===== src/rtl/iso_pkg.sv =====
package iso_pkg;
  localparam int PAT_W = 8;
  localparam logic [PAT_W-1:0] PAT_FIRST  = 8'h55;
  localparam logic [PAT_W-1:0] PAT_SECOND = 8'hAA;

  typedef enum logic [1:0] {
    ST_SLEEP   = 2'd0,
    ST_COMPETE = 2'd1,
    ST_LOST    = 2'd2,
    ST_WON     = 2'd3
  } iso_state_t;
endpackage


===== src/rtl/iso_bit_cursor.sv =====
module iso_bit_cursor #(
  parameter int ID_W      = 72,
  parameter bit LSB_FIRST = 1'b1
) (
  input  logic            clk,
  input  logic            rst,
  input  logic            clear,
  input  logic            advance,
  input  logic [ID_W-1:0] id_i,
  output logic            cur_bit,
  output logic            last
);
  localparam int PTR_W = (ID_W > 1) ? $clog2(ID_W) : 1;
  localparam logic [PTR_W-1:0] PTR_LAST = PTR_W'(ID_W - 1);

  logic [PTR_W-1:0] ptr_q;
  logic [PTR_W-1:0] idx;

  always_ff @(posedge clk) begin
    if (rst || clear) begin
      ptr_q <= '0;
    end else if (advance && ptr_q != PTR_LAST) begin
      ptr_q <= ptr_q + 1'b1;
    end
  end

  generate
    if (LSB_FIRST) begin : g_lsb
      assign idx = ptr_q;
    end else begin : g_msb
      assign idx = PTR_LAST - ptr_q;
    end
  endgenerate

  assign cur_bit = id_i[idx];
  assign last    = (ptr_q == PTR_LAST);
endmodule


===== src/rtl/iso_line_sense.sv =====
module iso_line_sense (
  input  logic [1:0] sdl_i,
  output logic       hit_first,
  output logic       hit_second
);
  import iso_pkg::*;

  assign hit_first  = (sdl_i == PAT_FIRST[1:0]);
  assign hit_second = (sdl_i == PAT_SECOND[1:0]);
endmodule


===== src/rtl/iso_drive_reg.sv =====
module iso_drive_reg (
  input  logic                     clk,
  input  logic                     rst,
  input  logic                     load,
  input  logic                     drop,
  input  logic                     sel_second,
  input  logic                     en_val,
  output logic [iso_pkg::PAT_W-1:0] drv_data_o,
  output logic                     drv_en_o
);
  import iso_pkg::*;

  logic [PAT_W-1:0] pat;
  assign pat = sel_second ? PAT_SECOND : PAT_FIRST;

  always_ff @(posedge clk) begin
    if (rst || drop) begin
      drv_en_o   <= 1'b0;
      drv_data_o <= '0;
    end else if (load) begin
      drv_en_o   <= en_val;
      drv_data_o <= en_val ? pat : '0;
    end
  end
endmodule


===== src/rtl/isolation_bit_arbiter.sv =====
module isolation_bit_arbiter #(
  parameter int ID_W      = 72,
  parameter bit LSB_FIRST = 1'b1
) (
  input  logic            clk,
  input  logic            rst,
  input  logic            wake_zero_i,
  input  logic            iso_rd_i,
  input  logic [1:0]      sdl_i,
  input  logic [ID_W-1:0] id_i,
  output logic [7:0]      drv_data_o,
  output logic            drv_en_o,
  output logic            lost_o,
  output logic            isolated_o
);
  import iso_pkg::*;

  iso_state_t st_q;
  logic win_q;
  logic half_q;
  logic drove_q;
  logic saw_first_q;

  logic cur_bit, last;
  logic hit_first, hit_second;
  logic accept, close, drive_now, lose_now, advance;

  assign accept    = (st_q == ST_COMPETE) && iso_rd_i && !win_q && !wake_zero_i;
  assign close     = win_q && !wake_zero_i;
  assign drive_now = half_q ? (cur_bit || !saw_first_q) : cur_bit;
  assign lose_now  = close && half_q && !drove_q && saw_first_q && hit_second;
  assign advance   = close && half_q && !lose_now;

  iso_bit_cursor #(.ID_W(ID_W), .LSB_FIRST(LSB_FIRST)) u_cursor (
    .clk     (clk),
    .rst     (rst),
    .clear   (wake_zero_i),
    .advance (advance),
    .id_i    (id_i),
    .cur_bit (cur_bit),
    .last    (last)
  );

  iso_line_sense u_sense (
    .sdl_i      (sdl_i),
    .hit_first  (hit_first),
    .hit_second (hit_second)
  );

  iso_drive_reg u_drive (
    .clk        (clk),
    .rst        (rst),
    .load       (accept),
    .drop       (win_q || wake_zero_i),
    .sel_second (half_q),
    .en_val     (drive_now),
    .drv_data_o (drv_data_o),
    .drv_en_o   (drv_en_o)
  );

  always_ff @(posedge clk) begin
    if (rst) begin
      st_q        <= ST_SLEEP;
      win_q       <= 1'b0;
      half_q      <= 1'b0;
      drove_q     <= 1'b0;
      saw_first_q <= 1'b0;
    end else if (wake_zero_i) begin
      st_q        <= ST_COMPETE;
      win_q       <= 1'b0;
      half_q      <= 1'b0;
      drove_q     <= 1'b0;
      saw_first_q <= 1'b0;
    end else begin
      if (accept) begin
        win_q   <= 1'b1;
        drove_q <= drive_now;
      end
      if (close) begin
        win_q <= 1'b0;
        if (!half_q) begin
          saw_first_q <= !drove_q && hit_first;
          half_q      <= 1'b1;
        end else begin
          half_q <= 1'b0;
          if (lose_now) begin
            st_q <= ST_LOST;
          end else if (last) begin
            st_q <= ST_WON;
          end
        end
      end
    end
  end

  assign lost_o     = (st_q == ST_LOST);
  assign isolated_o = (st_q == ST_WON);
endmodule


===== config.mk =====
export PLATFORM = sky130hd
export DESIGN_NAME = isolation_bit_arbiter
export DESIGN_NICKNAME = d
export VERILOG_FILES = /design/src/rtl/iso_pkg.sv /design/src/rtl/iso_bit_cursor.sv /design/src/rtl/iso_line_sense.sv /design/src/rtl/iso_drive_reg.sv /design/src/rtl/isolation_bit_arbiter.sv
export SDC_FILE = /design/constraint.sdc
export NUM_CORES = 1
export LEC_CHECK = 0
export ABC_CLOCK_PERIOD_IN_PS = 2200
export BUFFER_PORTS_ARGS = -buffer_cell sky130_fd_sc_hd__buf_2
export CAP_MARGIN = 20
export CORE_MARGIN = 2
export CORE_UTILIZATION = 30
export CTS_CLUSTER_DIAMETER = 80
export DETAILED_ROUTE_END_ITERATION = 6
export RECOVER_POWER = 25
export SKIP_CTS_REPAIR_TIMING = 1
export SLEW_MARGIN = 20
export SYNTH_ARGS = -nofsm -noshare
export SYNTH_HDL_FRONTEND = slang
export SYNTH_SLANG_ARGS = --single-unit

===== constraint.sdc =====
create_clock -name clk -period 2.2 [get_ports clk]
set_clock_uncertainty 0.15 [all_clocks]
set_input_delay 0.44 -clock clk [delete_from_list [all_inputs] [get_ports clk]]
set_output_delay 0.44 -clock clk [all_outputs]
set_load 0.02 [all_outputs]

# Word-level counts from Yosys, hierarchy flattened
# Index checks and enable logic that the tools add are counted.
[totals]
regBits = 22
in_bits = 78
out_inout_bits = 11
elab_cells = 59
[op_classes]
add_sub_neg = 1
magnitude_cmp = 1
n_eq_ne = 7
muxes = 11
bitwise_logic = 1
reduce_logical = 29
[op_table]
columns = ["operator", "n"]
rows = [
  ["$mux 8", 2],
  ["$logic_and 1x1->1", 11],
  ["$lt 7x8->1 const B", 1],
  ["$add 7x1->7 const B", 1],
  ["$bmux 1 s7", 1],
  ["$eq 7x7->1 const B", 1],
  ["$ne 7x7->1 const B", 1],
  ["$eq 2x2->1 const B", 3],
  ["$mux 1", 6],
  ["$reduce_and 3->1", 2],
  ["$reduce_bool 2->1", 3],
  ["$logic_not 1->1", 5],
  ["$eq 2x1->1 const B", 2],
  ["$logic_or 1x1->1", 4],
  ["$mux 2", 2],
  ["$reduce_bool 3->1", 1],
  ["$reduce_or 3->1", 1],
  ["$reduce_and 2->1", 1],
  ["$reduce_or 2->1", 1],
  ["$not 1->1", 1],
]

# Longest topological paths before layout
# Gate-level depths: netlist of the first run.
[logic_depth]
depth_word = 10
mapped_depth = 8
depth_no_buf = 6

# Cells and area by module
# Synthesis of the first run repeated with hierarchy kept, for this count alone.
[hier_totals]
hier_cells = 152
hier_area_um2 = 1526.5
[modules_own_cells]
columns = ["module", "n_inst", "cells_each", "area_each_um2", "seq_area_each_um2"]
rows = [
  ["iso_bit_cursor", 1, 98, 1042.2, 140.1],
  ["isolation_bit_arbiter", 1, 35, 309.0, 120.1],
  ["iso_drive_reg", 1, 17, 160.2, 60.1],
  ["iso_line_sense", 1, 2, 15.0, 0.0],
]

# Worst setup path after synthesis of the first run
# OpenSTA, ideal clock, no wires.
[synth_timing]
path_type = "flip-flop to flip-flop"
from = "register u_cursor.ptr_q[0] (netlist: u_cursor.idx[0])"
to = "register drove_q"
setup_time_ns = 0.132
arrival_time_ns = 1.613
required_ns = 1.918
slack_ns = 0.305
path_stages_with_launch = 9
n_path_buf = 2
synth_period_minus_slack_ns = 1.895
path_cell_list = "dfxtp_1 -> buf_6 -> buf_4 -> mux2i_1 -> nand3_1 -> nand3_1 -> nand2_1 -> o41ai_4 -> a211oi_2"
[synth_via]
elab_chain_cells = 4
[synth_rtl]
columns = ["element", "line", "text"]
rows = [
  ["start, declared", "iso_bit_cursor.sv:16", "logic [PTR_W-1:0] ptr_q;"],
  ["start signal, assigned", "iso_bit_cursor.sv:23", "ptr_q <= ptr_q + 1'b1;"],
  ["$bmux 1 s7 (*)", "iso_bit_cursor.sv:35", "assign cur_bit = id_i[idx];"],
  ["$mux 1 (implied by the code) (*)", "iso_bit_cursor.sv:35", ""],
  ["$logic_or 1x1->1", "isolation_bit_arbiter.sv:30", "assign drive_now = half_q ? (cur_bit || !saw_first_q) : cur_bit;"],
  ["$mux 1 (*)", "isolation_bit_arbiter.sv:30", ""],
  ["end signal, assigned", "isolation_bit_arbiter.sv:77", "drove_q <= drive_now;"],
  ["end, declared", "isolation_bit_arbiter.sv:21", "logic drove_q;"],
]
# Every way passes the cells marked *; elsewhere a longest branch is shown, timed or not. The select of a mux whose other input is x is not followed.
# A chain may end at the register's enable or synchronous reset.

# Final worst setup path of the first run
[layout_timing]
from = "register u_cursor.ptr_q[3] (netlist: u_cursor.idx[3])"
to = "register drove_q"
# Same word-level chain as after synthesis.

==> metrics.txt, run 1 <==
fin. max-slew vios 0; Layout Nets 349; Startpoint Class flip-flop; syn_nets 265; average wire per standard cell around 12 µm; DRC violations left 0; critical path peak fanout 9; Root Buffer Master clkbuf_8; GRT Residual Overflow 0; fraction of layout cells with a size suffix above 1 40.89%; area grow syn2layout 34.43%; cell count after synthesis roughly 190; Worst R2R Start u_cursor.idx[3]; Worst Setup SP u_cursor.idx[3]; main flop type after synthesis dfxtp_1; Slew HR roughly 50%; PD cells 320.8 nW/µm²; mapped cell area roughly 1600 µm²; final hold slack between 200 and 250 ps; largest net degree at the start of global routing 23; post-detail-place hpwl 3470 µm; Seq/Total Area, Yosys slightly above 20%; number of synthesized flops with an enable pin 0; drt first pass iters 4; clock latency at the later pin of the worst-skew pair around 250 ps; max_cap viols 0; crit path capture type flip-flop; most numerous cell in the Yosys netlist mux2i_1; GPL Wtd Cong ~0.76; # IOs 89; IR drop worst, VDD about 0.17 mV; Area contributors post-synth mux2i_1, dfxtp_1, nand3_1; Final Hold Fails 0; clock-pin slew on the worst setup and hold paths roughly 60 ps; Num Clock Sinks 16; Final ANT Viol Nets 0; path type of the worst min-delay path in -> reg; die height between 70 and 80 µm; 1st-iter DRT viols between 50 and 60; Slew @ Worst Pin between 700 and 800 ps; minimum clock period 2028 ps; CTS tree built; initial antenna violation count 0; count of cell types in the netlist 42; Leak Pwr between 0.8 and 0.9 nW; antenna diode count 0; Tcrit/Tclk final between 90% and 100%; total CTS buffers 3; fraction of registers with async set or reset after synthesis 0%; row count 26; number of synthesized register bits 16; Fmax ~500 MHz; Yosys top cell area share roughly a fifth; PortBufs 88; Synth warnings 0; vias in the first global route 1605; setup_tns 0 ps; via count 1645; gr usage total between 10 and 15%; DR vias/cell around 4.9; DRT Wirelength between 4000 and 5000 µm; first-pass GRT wire length 7044 µm; hold path start rst; Core Region approximately 5100 µm²; die width ~76 µm; endpoints failing setup 0; Worst EP arrival 1980 ps; Max Root-Sink Buffers 2; RSZ-0062 raised after global routing false; CP Class reg -> reg; Fillers 556; initial core utilization 30.79%; die area about 5800 µm²; mean post-synth cell area about 8.4 µm²; status complete, no violations; post-route insts no fill ~340; placed cells 335; top cells by count, synth mux2i_1, nand3_1, dfxtp_1, nand2_1, nor2_1; largest area contributor in the netlist mux2i_1; H-tree depth 1; Critical Path RT 2150 ps
kinds of logic (layout without fill, tap and decap cells):
kind of cell    Yosys count  after routing  share of synthesized area, %
compound gates           34             34                         18.26
mux                      36             36                         24.74
fa+ha+maj                 1              1                        0.8005
flops                    16             16                         20.50
simple gates             68             68                         22.58
xor+xnor                  5              5                         2.803
buf+inv                  26            109                         10.33
routing by layer:
| layer | wire, µm | global-route usage [%] | vias up |
|---|---|---|---|
| met5 | 0 | 0 | - |
| met4 | 34 | 2.909 | 0 |
| met3 | 211 | 1.659 | 5 |
| met2 | 2111 | 26.96 | 52 |
| met1 | 1815 | 16.98 | 739 |
| li1 | - | - | 849 |
path summary, 6_finish.rpt:
kind	to	slack, ps	cells after the start
setup / recovery	drove_q	170	6
hold / removal	st_q[0]	200	2
setup reg to reg	drove_q	170	6
hold reg to reg	st_q[1]	350	2
where the power goes:
group / total (mW) / internal, mW / switching, mW / leakage, nW
registers: 0.293 / 0.291 / 0.00244 / 0.130
logic: 0.119 / 0.0730 / 0.0461 / 0.689
clock network: 0.261 / 0.159 / 0.103 / 0.0288
total: 0.674 / 0.523 / 0.151 / 0.847
registers in the layout, indices dropped and copies added (netlist names):
name / cells
u_cursor.idx: 7
st_q: 2
u_drive.drv_data_o: 2
drove_q: 1
half_q: 1
saw_first_q: 1
u_drive.drv_en_o: 1
win_q: 1
layout by cell type, fill, tap and decap left out, drive strengths merged, types with 3 or more instances in the layout:
cell type and instances:
xor2 3, nand4 4, inv 6, o31ai 3, nor2b 4, a31oi 3, nor2 15, buf 94
o21ai 4, clkbuf 9, a2111oi 3, nand3 17, nand2 16, dfxtp 16, mux2i 33, a22oi 7
nor4b 3, a21oi 8
metrics by stage:
stage          worst slack, ps  utilization [%]  area [µm²]  power (mW)
2_1_floorplan            304.6                -        1563      0.3464
3_3_place_gp             157.6            40.36        2048      0.4200
3_5_place_dp             120.7            40.36        2048      0.4220
4_1_cts                  119.2            41.44        2103      0.6820
5_1_grt                  16.01            41.40        2101      0.7057
6_report                 171.6            41.40        2101      0.6739
final cells by class:
cell class              instances  area, µm²  area share (%)
inverters                       6      22.52           1.072
multi-input cells             144       1082           51.52
flip-flops and latches         16      324.1           15.43
repair buffers                 99      529.3           25.19
well taps                      70      87.58           4.169
clock buffers                   4      55.05           2.621
critical path: stages (launching register included):
cell	delay [ps]
dfxtp_1	520
nor2b_1	340
a22oi_1	120
nand3_1	100
o21ai_2	70
o41ai_4	450
a211oi_2	130
(Power assumes the default switching activity.)
==> run 2: changes to the inputs <==
--- a/config.mk
+++ b/config.mk
@@ -8,7 +8,7 @@
 export ABC_CLOCK_PERIOD_IN_PS = 2200
 export BUFFER_PORTS_ARGS = -buffer_cell sky130_fd_sc_hd__buf_2
 export CAP_MARGIN = 20
-export CORE_MARGIN = 2
+export CORE_MARGIN = 4
 export CORE_UTILIZATION = 30
 export CTS_CLUSTER_DIAMETER = 80
 export DETAILED_ROUTE_END_ITERATION = 6
==> run 2 against run 1 <==
Effect of this change: worst setup slack got worse by 38 ps; clock power up 3%; first-iteration DRC count is 33% higher; highest routed layer unchanged; cell count up 0.29%; die area rose by 11%; global-route usage fell by 1.4 points; register-to-register slack got worse by 40 ps; flip-flop and latch count did not move; final area increased by 0.36%; sequential power barely moved; worst hold slack better by 6.8 ps.
==> metrics.txt, run 2 (synthesis results as in run 1) <==
DRC violations left 0 (unchanged); Final Hold Fails 0 (unchanged); minimum clock period 2067 ps (+38.13 ps); DP Area 2056 µm² (+0.37%); drt first pass iters 4 (unchanged); post-route insts no fill 340 (+0.29%); placed cells 336 (+0.30%); DP Worst Slack 83.03 ps (-37.66 ps); total CTS buffers 3 (unchanged); post-route cell area 2108 µm² (+0.36%); # IOs 89 (unchanged); most frequent cells in the layout buf_2, mux2i_1, nand3_1; final hold slack 206.9 ps (+6.758 ps); gr usage total 12.72% (-1.4 points); post-detail-place hpwl 3549 µm (+2.3%); Power Internal 523.4 µW (+0.13%); average wire per standard cell 12.43 µm (+0.97%); RSZ-0062 raised after global routing false; first-pass GRT wire length 6575 µm (-6.7%); antenna diode count 0 (unchanged); path type of the worst min-delay path in -> reg; Fmax 483.9 MHz (-1.8%); critical path peak fanout 6 (-3); register share of total power 43.1% (-0.4 points); 1st-iter DRT viols 76 (+33%); Final ANT Viol Nets 0 (unchanged); fin worst setup slack 133.5 ps (-38.13 ps); DRT Wirelength 4226 µm (+1.3%); met1 WL 1733 µm (-4.5%); Root Buffer Master clkbuf_8; Worst EP arrival 2100 ps (+120 ps); clock share of power 39.4% (+0.6 points); most common cell after layout, fill and taps aside buf_2; CP Class reg -> reg; top layer reached by signal wires met4; Critical Path RT 2240 ps (+90 ps); via count 1620 (-1.5%); Startpoint Class flip-flop; initial core utilization 30.79% (unchanged); Slew HR 70.04% (+21 points); die area 6428 µm² (+11%); Core Region 5075 µm² (unchanged); row count 26 (unchanged); fraction of layout cells with a size suffix above 1 41.85% (+0.96 points); Num Clock Sinks 16 (unchanged); WL met3 250 µm (+18%); Finished Core Util 41.54% (+0.15 points); status complete, no violations; IR drop worst, VDD 0.1596 mV (-6.0%); PD cells 322.5 nW/µm² (+0.53%); GRT Residual Overflow 0 (unchanged); Slew @ Worst Pin 438.1 ps (-324.1 ps); endpoints failing setup 0 (unchanged); largest net degree at the start of global routing 16 (-30%); Max Root-Sink Buffers 2 (unchanged); die height 80.18 µm (+5.3%); DR vias/cell 4.765 (-1.8%); max reg flops 7 (unchanged); switching pwr 156.6 µW (+3.5%); CTS tree built; setup_tns 0 ps (unchanged); PortBufs 88 (unchanged); initial antenna violation count 0 (unchanged); switching part of the total 23.03% (+0.59 points); fin. max-slew vios 0 (unchanged); Leak Pwr 0.8525 nW (+0.59%); Pwr Total 680.0 µW (+0.89%); Tcrit/Tclk final 93.93% (+1.7 points); combinational power share 17.4% (-0.3 points); Layout Nets 350 (+0.29%); H-tree depth 1 (unchanged); vias in the first global route 1506 (-6.2%); met2 routed WL 2178 µm (+3.2%); die width 80.18 µm (+5.3%); GPL Wtd Cong 0.8102 (+6.3%); clock latency at the later pin of the worst-skew pair 250 ps (about the same); clock-pin slew on the worst setup and hold paths 70 ps (about the same); crit path capture type flip-flop; area grow syn2layout 34.91%; max_cap viols 0 (unchanged)
==> run 2: changes by cell type in the layout (fill, tap and decap cells not counted), sizes merged <==
cell and change:
buf +1
==> run 2: metal layers <==
layer	GRT usage [%]	vias up
li1	-	849
met5	0	-
met2	23.59	39
met1	14.36	725
met4	4.561	0
met3	2.242	7
==> run 2: area by class of cell <==
| class | instances | area, µm² |
|---|---|---|
| fill | 543 | 2967 |
| multi-input combinational | 144 | 1085 |
| timing repair buffer | 100 | 534.3 |
| sequential | 16 | 324.1 |
| tap | 70 | 87.58 |
| clock buffer | 4 | 55.05 |
| inverter | 6 | 22.52 |
==> run 2: worst paths after layout <==
path                         from         endpoint  slack (ps)  depth (start not counted)
setup / recovery  u_cursor.idx[0]  u_cursor.idx[6]         130                          6
setup reg to reg  u_cursor.idx[0]  u_cursor.idx[6]         130                          6
hold reg to reg           st_q[1]          st_q[1]         330                          2
hold / removal                rst          st_q[0]         210                          2
==> run 2: critical path, stage by stage, from the launching register on <==
cell and delay (ps):
dfxtp_4 380, buf_4 160, ha_1 240, a311oi_4 420, nand4_2 170, or3_1 330, a21oi_1 140
==> run 2: power groups by stage <==
stage / clock, mW / combinational [mW] / sequential [mW]
after floorplan: 0 / 0.0456 / 0.301
after global placement: 0 / 0.119 / 0.301
after detailed placement: 0 / 0.120 / 0.301
after CTS: 0.272 / 0.121 / 0.294
after global routing: 0.291 / 0.134 / 0.293
final: 0.268 / 0.119 / 0.293
